[config.mk]
export PLATFORM = sky130hd
export DESIGN_NAME = flyby_dma
export DESIGN_NICKNAME = d
export VERILOG_FILES = /design/src/rtl/flyby_dma.sv
export SDC_FILE = /design/constraint.sdc
export NUM_CORES = 1
export LEC_CHECK = 0
export BUFFER_PORTS_ARGS = -buffer_cell sky130_fd_sc_hd__buf_4
export CORE_AREA = 2 2 138 194
export CTS_CLUSTER_SIZE = 10
export DETAILED_ROUTE_END_ITERATION = 8
export DIE_AREA = 0 0 140 196
export GPL_TIMING_DRIVEN = 0
export PLACE_DENSITY = 0.52
export SYNTH_ARGS = -nofsm -noshare
export SYNTH_HDL_FRONTEND = slang
export SYNTH_SLANG_ARGS = --single-unit
[constraint.sdc]
create_clock -name clk -period 5.1 [get_ports clk]
set_input_delay 0 -clock clk [delete_from_list [all_inputs] [get_ports clk]]
set_output_delay 0 -clock clk [all_outputs]
set_load 0.02 [all_outputs]
[src/rtl/flyby_dma.sv]
module flyby_dma #(
  parameter int NCH = 4,
  parameter int AW  = 16,
  localparam int CSW = (NCH > 1) ? $clog2(NCH) : 1
) (
  input  logic           clk,
  input  logic           rst_n,
  input  logic [CSW-1:0] cfg_chan,
  input  logic [1:0]     cfg_reg,
  input  logic           cfg_wr,
  input  logic           cfg_rd,
  input  logic [AW-1:0]  cfg_wdata,
  output logic [AW-1:0]  cfg_rdata,
  input  logic [NCH-1:0] dreq,
  output logic [NCH-1:0] dack,
  output logic           hrq,
  input  logic           hlda,
  output logic [AW-1:0]  bus_addr,
  output logic           mem_rd,
  output logic           mem_wr,
  output logic           io_rd,
  output logic           io_wr,
  output logic           irq
);

  typedef enum logic [1:0] {S_IDLE, S_HOLD, S_XFER} st_t;

  st_t            st_q;
  logic [CSW-1:0] act_q;
  logic [AW-1:0]  addr_q [NCH];
  logic [AW-1:0]  cnt_q  [NCH];
  logic [NCH-1:0] dir_q, en_q, tc_q, flag_q;

  logic [NCH-1:0] elig;
  logic [CSW-1:0] pick;
  logic           busy, run, last, wr_ok, clr_rd;

  for (genvar g = 0; g < NCH; g++) begin : g_elig
    assign elig[g] = en_q[g] && dreq[g] && (cnt_q[g] != '0);
  end

  always_comb begin
    pick = '0;
    for (int i = NCH - 1; i >= 0; i--)
      if (elig[i]) pick = CSW'(i);
  end

  assign busy   = (st_q != S_IDLE);
  assign run    = (st_q == S_XFER) && hlda;
  assign last   = run && (cnt_q[act_q] == AW'(1));
  assign wr_ok  = cfg_wr && !(busy && (cfg_chan == act_q));
  assign clr_rd = cfg_rd && (cfg_reg == 2'd3);

  always_ff @(posedge clk) begin
    if (!rst_n) begin
      st_q  <= S_IDLE;
      act_q <= '0;
    end else begin
      case (st_q)
        S_IDLE: if (|elig) begin
          act_q <= pick;
          st_q  <= S_HOLD;
        end
        S_HOLD: if (hlda) st_q <= S_XFER;
        S_XFER: if (last) st_q <= S_IDLE;
        default: st_q <= S_IDLE;
      endcase
    end
  end

  always_ff @(posedge clk) begin
    if (!rst_n) begin
      for (int i = 0; i < NCH; i++) begin
        addr_q[i] <= '0;
        cnt_q[i]  <= '0;
      end
      dir_q  <= '0;
      en_q   <= '0;
      tc_q   <= '0;
      flag_q <= '0;
    end else begin
      for (int i = 0; i < NCH; i++) begin
        if (run && (act_q == CSW'(i))) begin
          addr_q[i] <= addr_q[i] + AW'(1);
          cnt_q[i]  <= cnt_q[i] - AW'(1);
          if (last) begin
            en_q[i] <= 1'b0;
            tc_q[i] <= 1'b1;
          end
        end
        if (wr_ok && (cfg_chan == CSW'(i))) begin
          case (cfg_reg)
            2'd0: addr_q[i] <= cfg_wdata;
            2'd1: begin
              cnt_q[i] <= cfg_wdata;
              tc_q[i]  <= 1'b0;
            end
            2'd2: begin
              dir_q[i] <= cfg_wdata[0];
              en_q[i]  <= cfg_wdata[1];
            end
            default: ;
          endcase
        end
        if (clr_rd && (cfg_chan == CSW'(i))) flag_q[i] <= 1'b0;
        if (last && (act_q == CSW'(i)))      flag_q[i] <= 1'b1;
      end
    end
  end

  always_comb begin
    case (cfg_reg)
      2'd0:    cfg_rdata = addr_q[cfg_chan];
      2'd1:    cfg_rdata = cnt_q[cfg_chan];
      2'd2:    cfg_rdata = AW'({en_q[cfg_chan], dir_q[cfg_chan]});
      default: cfg_rdata = AW'({flag_q[cfg_chan], tc_q[cfg_chan]});
    endcase
  end

  assign hrq      = busy;
  assign dack     = run ? (NCH'(1) << act_q) : '0;
  assign bus_addr = run ? addr_q[act_q] : '0;
  assign mem_rd   = run &&  dir_q[act_q];
  assign io_wr    = run &&  dir_q[act_q];
  assign io_rd    = run && !dir_q[act_q];
  assign mem_wr   = run && !dir_q[act_q];
  assign irq      = |flag_q;

endmodule

==> impl_metrics.tcl, run 1 <==
set metrics [dict create \
    path_buf_inv 1 \
    ys_seq_elements 150 \
    drive_gt1_frac 0.1740 \
    track_usage 0.2630 \
    rsz0062_at_grt "false" \
    stdcell_count 1394 \
    hold_class "input pin to flop" \
    syn_inst 964 \
    hold_viol 0 \
    path_cells "buf_2 -> xor2_1 -> o31ai_1 -> or4_1 -> nor2_1 -> or3_1" \
    max-vdd-ir-drop_uv 240.6 \
    postCtsSetupRepairBufs 0 \
    slowest_stage "or3_1" \
    max_freq_mhz 299.8 \
    p_per_area_mw_per_mm2 272.9 \
    clockRootBuffer "clkbuf_16" \
    postRouteAntennaNets 0 \
    cts.clk_slew.worst_paths_ps 70 \
    async_reset_ff_frac 0 \
    cpPeakStageDelay_ps 840 \
    power.share.clock 0.433 \
    drt_pre_antenna_iters 7 \
    nNetsFinal 1093 \
    initial_core_util 0.3925 \
    io_buffers 53 \
    sw_frac_of_total 0.2666 \
    start_kind "flop" \
    coreArea_mm2 0.02584 \
    cts_made_buffers 17 \
    drt-initial-drc-count 717 \
    drc 0 \
    wl_per_cell_um 25.60 \
    tritoncts "done" \
    clk_latency_ps 450 \
    syn_avg_cell_area_um2 10.52 \
    place_inst 1346 \
    syn_area_mm2 0.01014 \
    clk_path_buf_depth 2 \
    die_y_um 196 \
    arrival_ps 3400 \
    internal_power_w 0.002358 \
    grt_pass1_vias 8505 \
    cts_max_level 4 \
    ys_types 61 \
    via_count 8447 \
    wirelength_mm 35.69 \
    grt_pass1_wl_mm 53.03 \
    path_class "flop to flop" \
    layout_min_cycle_time_ps 3335 \
    p_leak_nw 4.019 \
    crit_required_ps 5170 \
    synth_edf_count 128 \
    vias_per_cell 6.060 \
    io_pins 71 \
    relSlewSlack 0.3663 \
    tightest_slew_ps 950.6 \
    cap_viol_max_count 0 \
    fin_skew_ps 10.62 \
    gp_congestion 0.8880 \
    synth_warnings 0 \
    gr-total-overflow 0 \
    cts_num_sinks 150 \
    antenna_found_initial 1 \
    setup.worst_path.end_class "flop" \
    setup_viol 0 \
    crit_path_max_fanout 16 \
    die_w_um 140 \
    min_period_over_period 0.6540 \
    slew_violations 0 \
    power_switching_w 0.0008570 \
    synth_fp_nets 1001 \
    grt_max_degree 17 \
    num_rows 70 \
    syn2layout_area_growth_pct 16.14 \
    outcome "completed" \
    combPwrFrac 0.115 \
    dp_hpwl_mm 26.75 \
    cpLargestDelayFamily "simple AND/OR/NAND/NOR gates" \
    die-area_mm2 0.02744 \
    finalSetupTns_ps 0 \
    synthFlopType "edfxtp_1" \
    ys_seq_area_frac 0.4225 \
    seq_power_share 0.452 \
]
cell usage after synthesis (all sizes together) (14+ instances only):
| master | n | area [um^2] |
|---|---|---|
| o2bb2ai | 61 | 534.3 |
| buf | 37 | 211.5 |
| mux4 | 55 | 1242 |
| nand2 | 120 | 452.9 |
| nor3 | 14 | 70.07 |
| and3 | 27 | 173.9 |
| inv | 25 | 93.84 |
| xor2 | 54 | 473.0 |
| edfxtp | 128 | 3844 |
| o21ai | 73 | 365.3 |
| clkbuf | 32 | 121.4 |
| nor2 | 73 | 274.0 |
| nand3 | 33 | 165.2 |
| xnor2 | 54 | 473.0 |
| dfxtp | 22 | 440.4 |
| nand4 | 14 | 87.58 |
| mux2i | 15 | 150.1 |
cell families after synthesis:
logic type / Yosys count / synth area share
XOR/XNOR: 108 / 0.09328
adder cells (fa/ha/maj): 8 / 0.009871
multiplexers: 70 / 0.1373
AND/OR/NAND/NOR: 350 / 0.1703
flip-flops: 150 / 0.4225
AO/OA/AOI/OAI: 183 / 0.1244
buffers and inverters: 95 / 0.04244
timing repair:
item / 4_1_cts / 5_1_grt
hold buffers: 15 / 0
hold endpoints to repair: 85 / 0
resized for setup: 0 / 0
worst reg2reg max path, stage by stage (launching register included):
cell and delay [ps]:
dfxtp_1 300, buf_2 190, xor2_1 210, o31ai_1 160
or4_1 530, nor2_1 720, or3_1 840
state kept, by name, summed over array words and instances (netlist names), named ones only:
register  flops
act_q         2
addr_q       64
cnt_q        64
dir_q         4
en_q          4
flag_q        4
st_q          2
tc_q          4
power groups by stage:
stage	Clock [W]	Combinational, W	Sequential [W]
6_report	0.00139	0.000370	0.00145
5_1_grt	0.00143	0.000394	0.00146
4_1_cts	0.00139	0.000369	0.00145
3_5_place_dp	0	0.000357	0.00148
3_3_place_gp	0	0.000353	0.00148
2_1_floorplan	0	0.000237	0.00145
metal layers:
layer / vias up / track usage / share of wire
li1: 3813 / - / -
met1: 4243 / 0.3105 / 0.38
met2: 319 / 0.4742 / 0.53
met3: 72 / 0.03661 / 0.054
met4: 0 / 0.1186 / 0.038
met5: - / 0 / 0
cells in the final DEF, fill, tap and decap left out, types with 17 or more instances in the layout:
master     Yosys  final
inv_1         24     24
nand3_1       33     33
clkbuf_1      31     31
nand2_1      119    119
xor2_1        54     54
dfxtp_1       22     22
o21ai_0       69     69
nor2_1        73     73
xnor2_1       54     54
o2bb2ai_1     61     61
mux4_2        54     54
clkbuf_16      0     17
buf_4         12     69
and3_1        26     26
edfxtp_1     128    128
through the flow:
stage                     utilization  area, um^2  power [W]  hold slack (ps)  worst slack, ps
after floorplan                     -       10140   0.001688            147.5             2751
after global placement         0.4236       10940   0.001829            286.2             1835
after detailed placement       0.4256       11000   0.001834            295.9             1832
after CTS                      0.4557       11780   0.003210            106.1             1807
after global routing           0.4558       11780   0.003288            137.1             1658
final                          0.4558       11780   0.003215            125.4             1765
layout make-up:
class	instances	area [um^2]
Fill cell	2432	14060
Multi-Input combinational cell	719	5433
Sequential cell	150	4284
Timing Repair Buffer	73	593.1
Clock buffer	17	425.4
Tap cell	324	405.4
Buffer	69	332.8
Clock inverter	15	203.9
Inverter	26	97.59
Antenna cell	1	2.502
path summary, 6_finish.rpt:
path                              to                  start  slack (ps)  cells after the start
max          addr_q[3][13]$_DFFE_PP_  act_q[0]$_SDFFE_PN0P_        1760                      6
min             st_q[0]$_SDFFE_PN0P_                dreq[2]         130                      4
max reg2reg  addr_q[3][13]$_DFFE_PP_  act_q[0]$_SDFFE_PN0P_        1760                      6
min reg2reg       tc_q[2]$_SDFF_PN0_     tc_q[2]$_SDFF_PN0_         470                      2
Power figures use the tool's default switching activity.
==> run 2, diff against run 1 <==
- PLACE_DENSITY: 0.52 -> 0.54
- clock period: 5.1 -> 2.9 ns (I/O delays scaled with it)
==> run 2 against run 1 <==
  * Count of clock-buffer cells in the layout is 2 higher
  * First-iteration DRC count grew 15%
  * Critical path type unchanged
  * Sequential share of layout area is 0.081 points higher
  * Register-to-register slack lost 1600 ps
  * Cell count is 0.29% lower
  * Highest routed layer unchanged
  * Critical endpoint is now cnt_q[0][10]$_SDFFCE_PN0P_
  * Cell area shrank 0.22%
  * Setup slack got worse by 1600 ps
==> impl_metrics.tcl, run 2 (synthesis results as in run 1) <==
set metrics [dict create \
    postRouteAntennaNets 0 \
    dp_hpwl_mm 26.52 \
    outcome "completed" \
    die_w_um 140 \
    stdcell_count 1390 \
    arrival_ps 2820 \
    diodes 0 \
    tritoncts "done" \
    drt-initial-drc-count 821 \
    power_w 0.005471 \
    place_inst 1345 \
    hold_end "flag_q[0]$_SDFFE_PN0P_" \
    max_freq_mhz 363.4 \
    power.share.clock 0.415 \
    io_buffers 53 \
    wl_per_cell_um 25.12 \
    cap_viol_max_count 0 \
    initial_core_util 0.3925 \
    clk_path_buf_depth 2 \
    fin_skew_ps 8.321 \
    gp_congestion 0.8988 \
    rrSetupSlack_ps 150 \
    n_fill_cell 2411 \
    track_usage 0.2598 \
    crit_required_ps 2960 \
    cts_made_buffers 17 \
    die_y_um 196 \
    max-vdd-ir-drop_uv 415.3 \
    r2r_end "cnt_q[0][10]$_SDFFCE_PN0P_" \
    crit_path_max_fanout 16 \
    rsz0062_at_grt "true" \
    die-area_mm2 0.02744 \
    power_switching_w 0.001433 \
    min_period_over_period 0.9489 \
    clockRootBuffer "clkbuf_16" \
    coreArea_mm2 0.02584 \
    tightest_slew_ps 918.5 \
    grt_pass1_wl_mm 53.08 \
    ff2ff_path_depth 5 \
    layout_commonest_cell "edfxtp_1" \
    setup_viol 0 \
    largestRegisters "addr_q x64, cnt_q x64" \
    num_rows 70 \
    wirelength_mm 34.91 \
    cts.clk_slew.worst_paths_ps 60 \
    antenna_found_initial 0 \
    drt_pre_antenna_iters 5 \
    setup_ws_ps 148.1 \
    sw_frac_of_total 0.2619 \
    combPwrFrac 0.118 \
    min_from "cfg_rd" \
    setup.worst_path.end_class "flop" \
    p_leak_nw 4.007 \
    vias_per_cell 6.047 \
    grt_pass1_vias 8591 \
    slew_violations 0 \
    hold_depth 4 \
    postCtsSetupRepairBufs 0 \
    dp_slack_ps -377.3 \
    cts_max_level 4 \
    relSlewSlack 0.3790 \
    path_class "flop to flop" \
    seq_power_share 0.467 \
    drive_gt1_frac 0.1811 \
    io_pins 71 \
    internal_power_w 0.004039 \
    via_count 8406 \
    seqCellArea_mm2 0.004284 \
    gr-total-overflow 0 \
    layout_common_cells "128 x edfxtp_1, 119 x nand2_1, 69 x o21ai_0" \
    clk_latency_ps 440 \
    p_per_area_mw_per_mm2 465.6 \
    cts_num_sinks 150 \
    layout_min_cycle_time_ps 2752 \
    start_kind "flop" \
    hold_viol 0 \
    multi_input_area_mm2 0.005485 \
    rr_startpoint "st_q[1]$_SDFFE_PN0P_" \
    nNetsFinal 1091 \
    drc 0 \
    syn2layout_area_growth_pct 15.88 \
    grt_max_degree 17 \
    hold_class "input pin to flop" \
]
[run 2: cell types whose count changed in the layout (fill, tap and decap cells not counted), sizes merged]
cell	previous run	this run
clkinvlp	3	0
clkbuf	49	51
clkinv	8	10
buf	95	94
bufinv	4	3
diode	1	0
dlygate4sd3	15	14
inv	26	25
[run 2: layer usage]
metal | vias up | track usage | routed length, um
li1 | 3798 | - | -
met1 | 4196 | 0.3042 | 12980
met2 | 347 | 0.4777 | 18710
met3 | 65 | 0.03246 | 1888
met4 | 0 | 0.1100 | 1332
met5 | - | 0 | 0
[run 2: worst max-delay path, cell delays in order, from the launching register on]
cell and delay (ps):
dfxtp_1 360, nor2b_1 180, clkbuf_1 380, nand2_1 300, nor3_1 480, a211o_1 670
[run 2: final cells by class]
type                            instances  share of cell area
Sequential cell                       150              0.3646
Clock buffer                           19             0.03684
Multi-Input combinational cell        719              0.4668
Tap cell                              324             0.03450
Inverter                               26            0.008305
Timing Repair Buffer                   71             0.04898
Clock inverter                         12             0.01161
Buffer                                 69             0.02843
[run 2: per-stage QoR]
| stage | cell area [um^2] | setup TNS, ps | hold WS (ps) | utilization |
|---|---|---|---|---|
| after floorplan | 10140 | 0 | 147.5 | - |
| after global placement | 10940 | -26000 | 284.4 | 0.4236 |
| after detailed placement | 10990 | -19390 | 294.7 | 0.4253 |
| after CTS | 11710 | -2608 | 5.583 | 0.4532 |
| after global routing | 11750 | -407.6 | 73.16 | 0.4548 |
| final | 11750 | 0 | 12.43 | 0.4548 |
[run 2: how the worst max path moves through the flow]
stage	startpoint	endpoint	slack (ps)	depth (start not counted)
floorplan	act_q[0]$_SDFFE_PN0P_	addr_q[1][0]$_SDFFCE_PN0P_	550	6
global placement	act_q[1]$_SDFFE_PN0P_	addr_q[2][13]$_SDFFCE_PN0P_	-310	6
detailed placement	act_q[1]$_SDFFE_PN0P_	addr_q[2][13]$_SDFFCE_PN0P_	-380	6
CTS	act_q[1]$_SDFFE_PN0P_	addr_q[3][13]$_DFFE_PP_	-70	6
global route	act_q[1]$_SDFFE_PN0P_	cnt_q[0][14]$_SDFFCE_PN0P_	-60	8
finish	st_q[1]$_SDFFE_PN0P_	cnt_q[0][10]$_SDFFCE_PN0P_	150	5
[run 2: power by group through the flow]
stage	clock network (W)	logic, W	registers (W)
finish	0.00227	0.000648	0.00255
global route	0.00235	0.000693	0.00257
CTS	0.00227	0.000643	0.00255
detailed placement	0	0.000623	0.00260
global placement	0	0.000615	0.00260
floorplan	0	0.000417	0.00255
[run 2: what timing repair did]
action / 4_1_cts / 5_1_grt
hold buffers: 14 / 0
resized for setup: 6 / 14
endpoints found under the setup margin: 66 / 119
hold endpoints to repair: 82 / 0
==> run 3, diff against run 2 <==
- REMOVE_ABC_BUFFERS: unset -> 1
==> run 3 against run 2 <==
  * Setup slack got worse by 3.3 ps
  * Global-route usage decreased by 2.7 points
  * Core utilization about the same
  * Critical path depth unchanged
  * Cell count decreased by 3.0%
==> impl_metrics.tcl, run 3 (synthesis results as in run 1) <==
set metrics [dict create \
    hold_depth 4 \
    grt_max_degree 46 \
    hold_viol 0 \
    tightest_slew_ps 1277 \
    slew_violations 0 \
    via_count 8109 \
    path_class "flop to flop" \
    layout_commonest_cell "edfxtp_1" \
    seqCellArea_mm2 0.004285 \
    io_buffers 70 \
    drt_pre_antenna_iters 5 \
    die-area_mm2 0.02744 \
    clockRootBuffer "clkbuf_16" \
    cts.clk_slew.worst_paths_ps 60 \
    layout_min_cycle_time_ps 2755 \
    num_rows 70 \
    io_pins 71 \
    cts_made_buffers 17 \
    ff2ff_path_depth 5 \
    finalSetupTns_ps 0 \
    cts_num_sinks 150 \
    n_fill_cell 2405 \
    vias_per_cell 6.016 \
    grt_pass1_vias 7912 \
    cap_viol_max_count 0 \
    wl_per_cell_um 23.45 \
    coreArea_mm2 0.02584 \
    fin_skew_ps 10.67 \
    layout_common_cells "128 x edfxtp_1, 119 x nand2_1, 77 x buf_4" \
    arrival_ps 2860 \
    crit_path_max_fanout 17 \
    max_freq_mhz 363.0 \
    cts_max_level 4 \
    drive_gt1_frac 0.1855 \
    setup_ws_ps 144.8 \
    dp_slack_ps -1006 \
    clk_path_buf_depth 2 \
    postRouteAntennaNets 0 \
    p_per_area_mw_per_mm2 477.3 \
    antenna_found_initial 0 \
    drt-initial-drc-count 768 \
    wirelength_mm 31.61 \
    p_leak_nw 3.957 \
    setup.worst_path.end_class "flop" \
    gr-total-overflow 0 \
    power_w 0.005608 \
    multi_input_area_mm2 0.005524 \
    outcome "completed" \
    crit_required_ps 3010 \
    clk_latency_ps 430 \
    tritoncts "done" \
    die_y_um 196 \
    start_kind "flop" \
    hold_class "input pin to flop" \
    diodes 0 \
    max-vdd-ir-drop_uv 400.1 \
    dp_hpwl_mm 22.68 \
    setup_viol 0 \
    nNetsFinal 1050 \
    stdcell_count 1348 \
    track_usage 0.2326 \
    grt_pass1_wl_mm 48.31 \
    min_period_over_period 0.9501 \
    drc 0 \
    initial_core_util 0.3925 \
    largestRegisters "addr_q x64, cnt_q x64" \
    gp_congestion 0.8940 \
    relSlewSlack 0.1484 \
    rsz0062_at_grt "true" \
    syn2layout_area_growth_pct 15.85 \
    die_w_um 140 \
    place_inst 1295 \
]
==> run 3: cell count changes in the layout (fill, tap and decap cells not counted), sizes merged <==
cell         delta
clkbuf         -32
buf            -15
dlygate4sd3     +6
clkinv          -5
bufinv          +2
clkinvlp        +2
==> run 3: area by class of cell <==
cell class / instances / share of cell area
Multi-Input combinational cell: 719 / 0.4702
Sequential cell: 150 / 0.3647
Timing Repair Buffer: 99 / 0.06986
Clock buffer: 19 / 0.03685
Tap cell: 324 / 0.03450
Clock inverter: 11 / 0.01555
Inverter: 26 / 0.008307
==> run 3: path summary, 6_finish.rpt <==
| path | endpoint | startpoint | slack, ps |
|---|---|---|---|
| max | addr_q[0][13]$_SDFFCE_PN0P_ | act_q[1]$_SDFFE_PN0P_ | 140 |
| max reg2reg | addr_q[0][13]$_SDFFCE_PN0P_ | act_q[1]$_SDFFE_PN0P_ | 140 |
| min reg2reg | tc_q[2]$_SDFF_PN0_ | tc_q[2]$_SDFF_PN0_ | 470 |
| min | flag_q[0]$_SDFFE_PN0P_ | cfg_rd | 30 |
==> run 3: per-stage QoR <==
step | hold slack (ps) | cell area, um^2 | utilization
after floorplan | 79.79 | 9808 | -
after global placement | 354.5 | 10740 | 0.4156
after detailed placement | 363.2 | 10830 | 0.4191
after CTS | 19.15 | 11700 | 0.4527
after global routing | 72.35 | 11750 | 0.4547
final | 29.14 | 11750 | 0.4547
==> run 3: routing by layer <==
| metal | GRT usage | share of wire |
|---|---|---|
| met1 | 0.2991 | 0.42 |
| met2 | 0.4100 | 0.52 |
| met3 | 0.02514 | 0.037 |
| met4 | 0.07782 | 0.022 |
| met5 | 0 | 0 |
==> run 3: timing repair <==
action                                 4_1_cts  5_1_grt
buffers inserted                             0        3
gates resized for setup                     15        8
setup endpoints to repair                  186      101
pin swaps                                    0        1
endpoints found under the hold margin      127        0
hold buffers                                20        0
==> run 3: critical path: stages (launching register included) <==
cell     delay [ps]
dfxtp_1         520
xor2_1          230
o31ai_1         190
or4_1           630
nor2_4          470
or3_4           380
==> run 3: report_power, final <==
group          internal [W]  leakage [nW]  switching [W]
Clock               0.00151         0.294       0.000910
Combinational      0.000279          2.17       0.000351
Sequential          0.00243          1.49       0.000132
Total               0.00422          3.96        0.00139
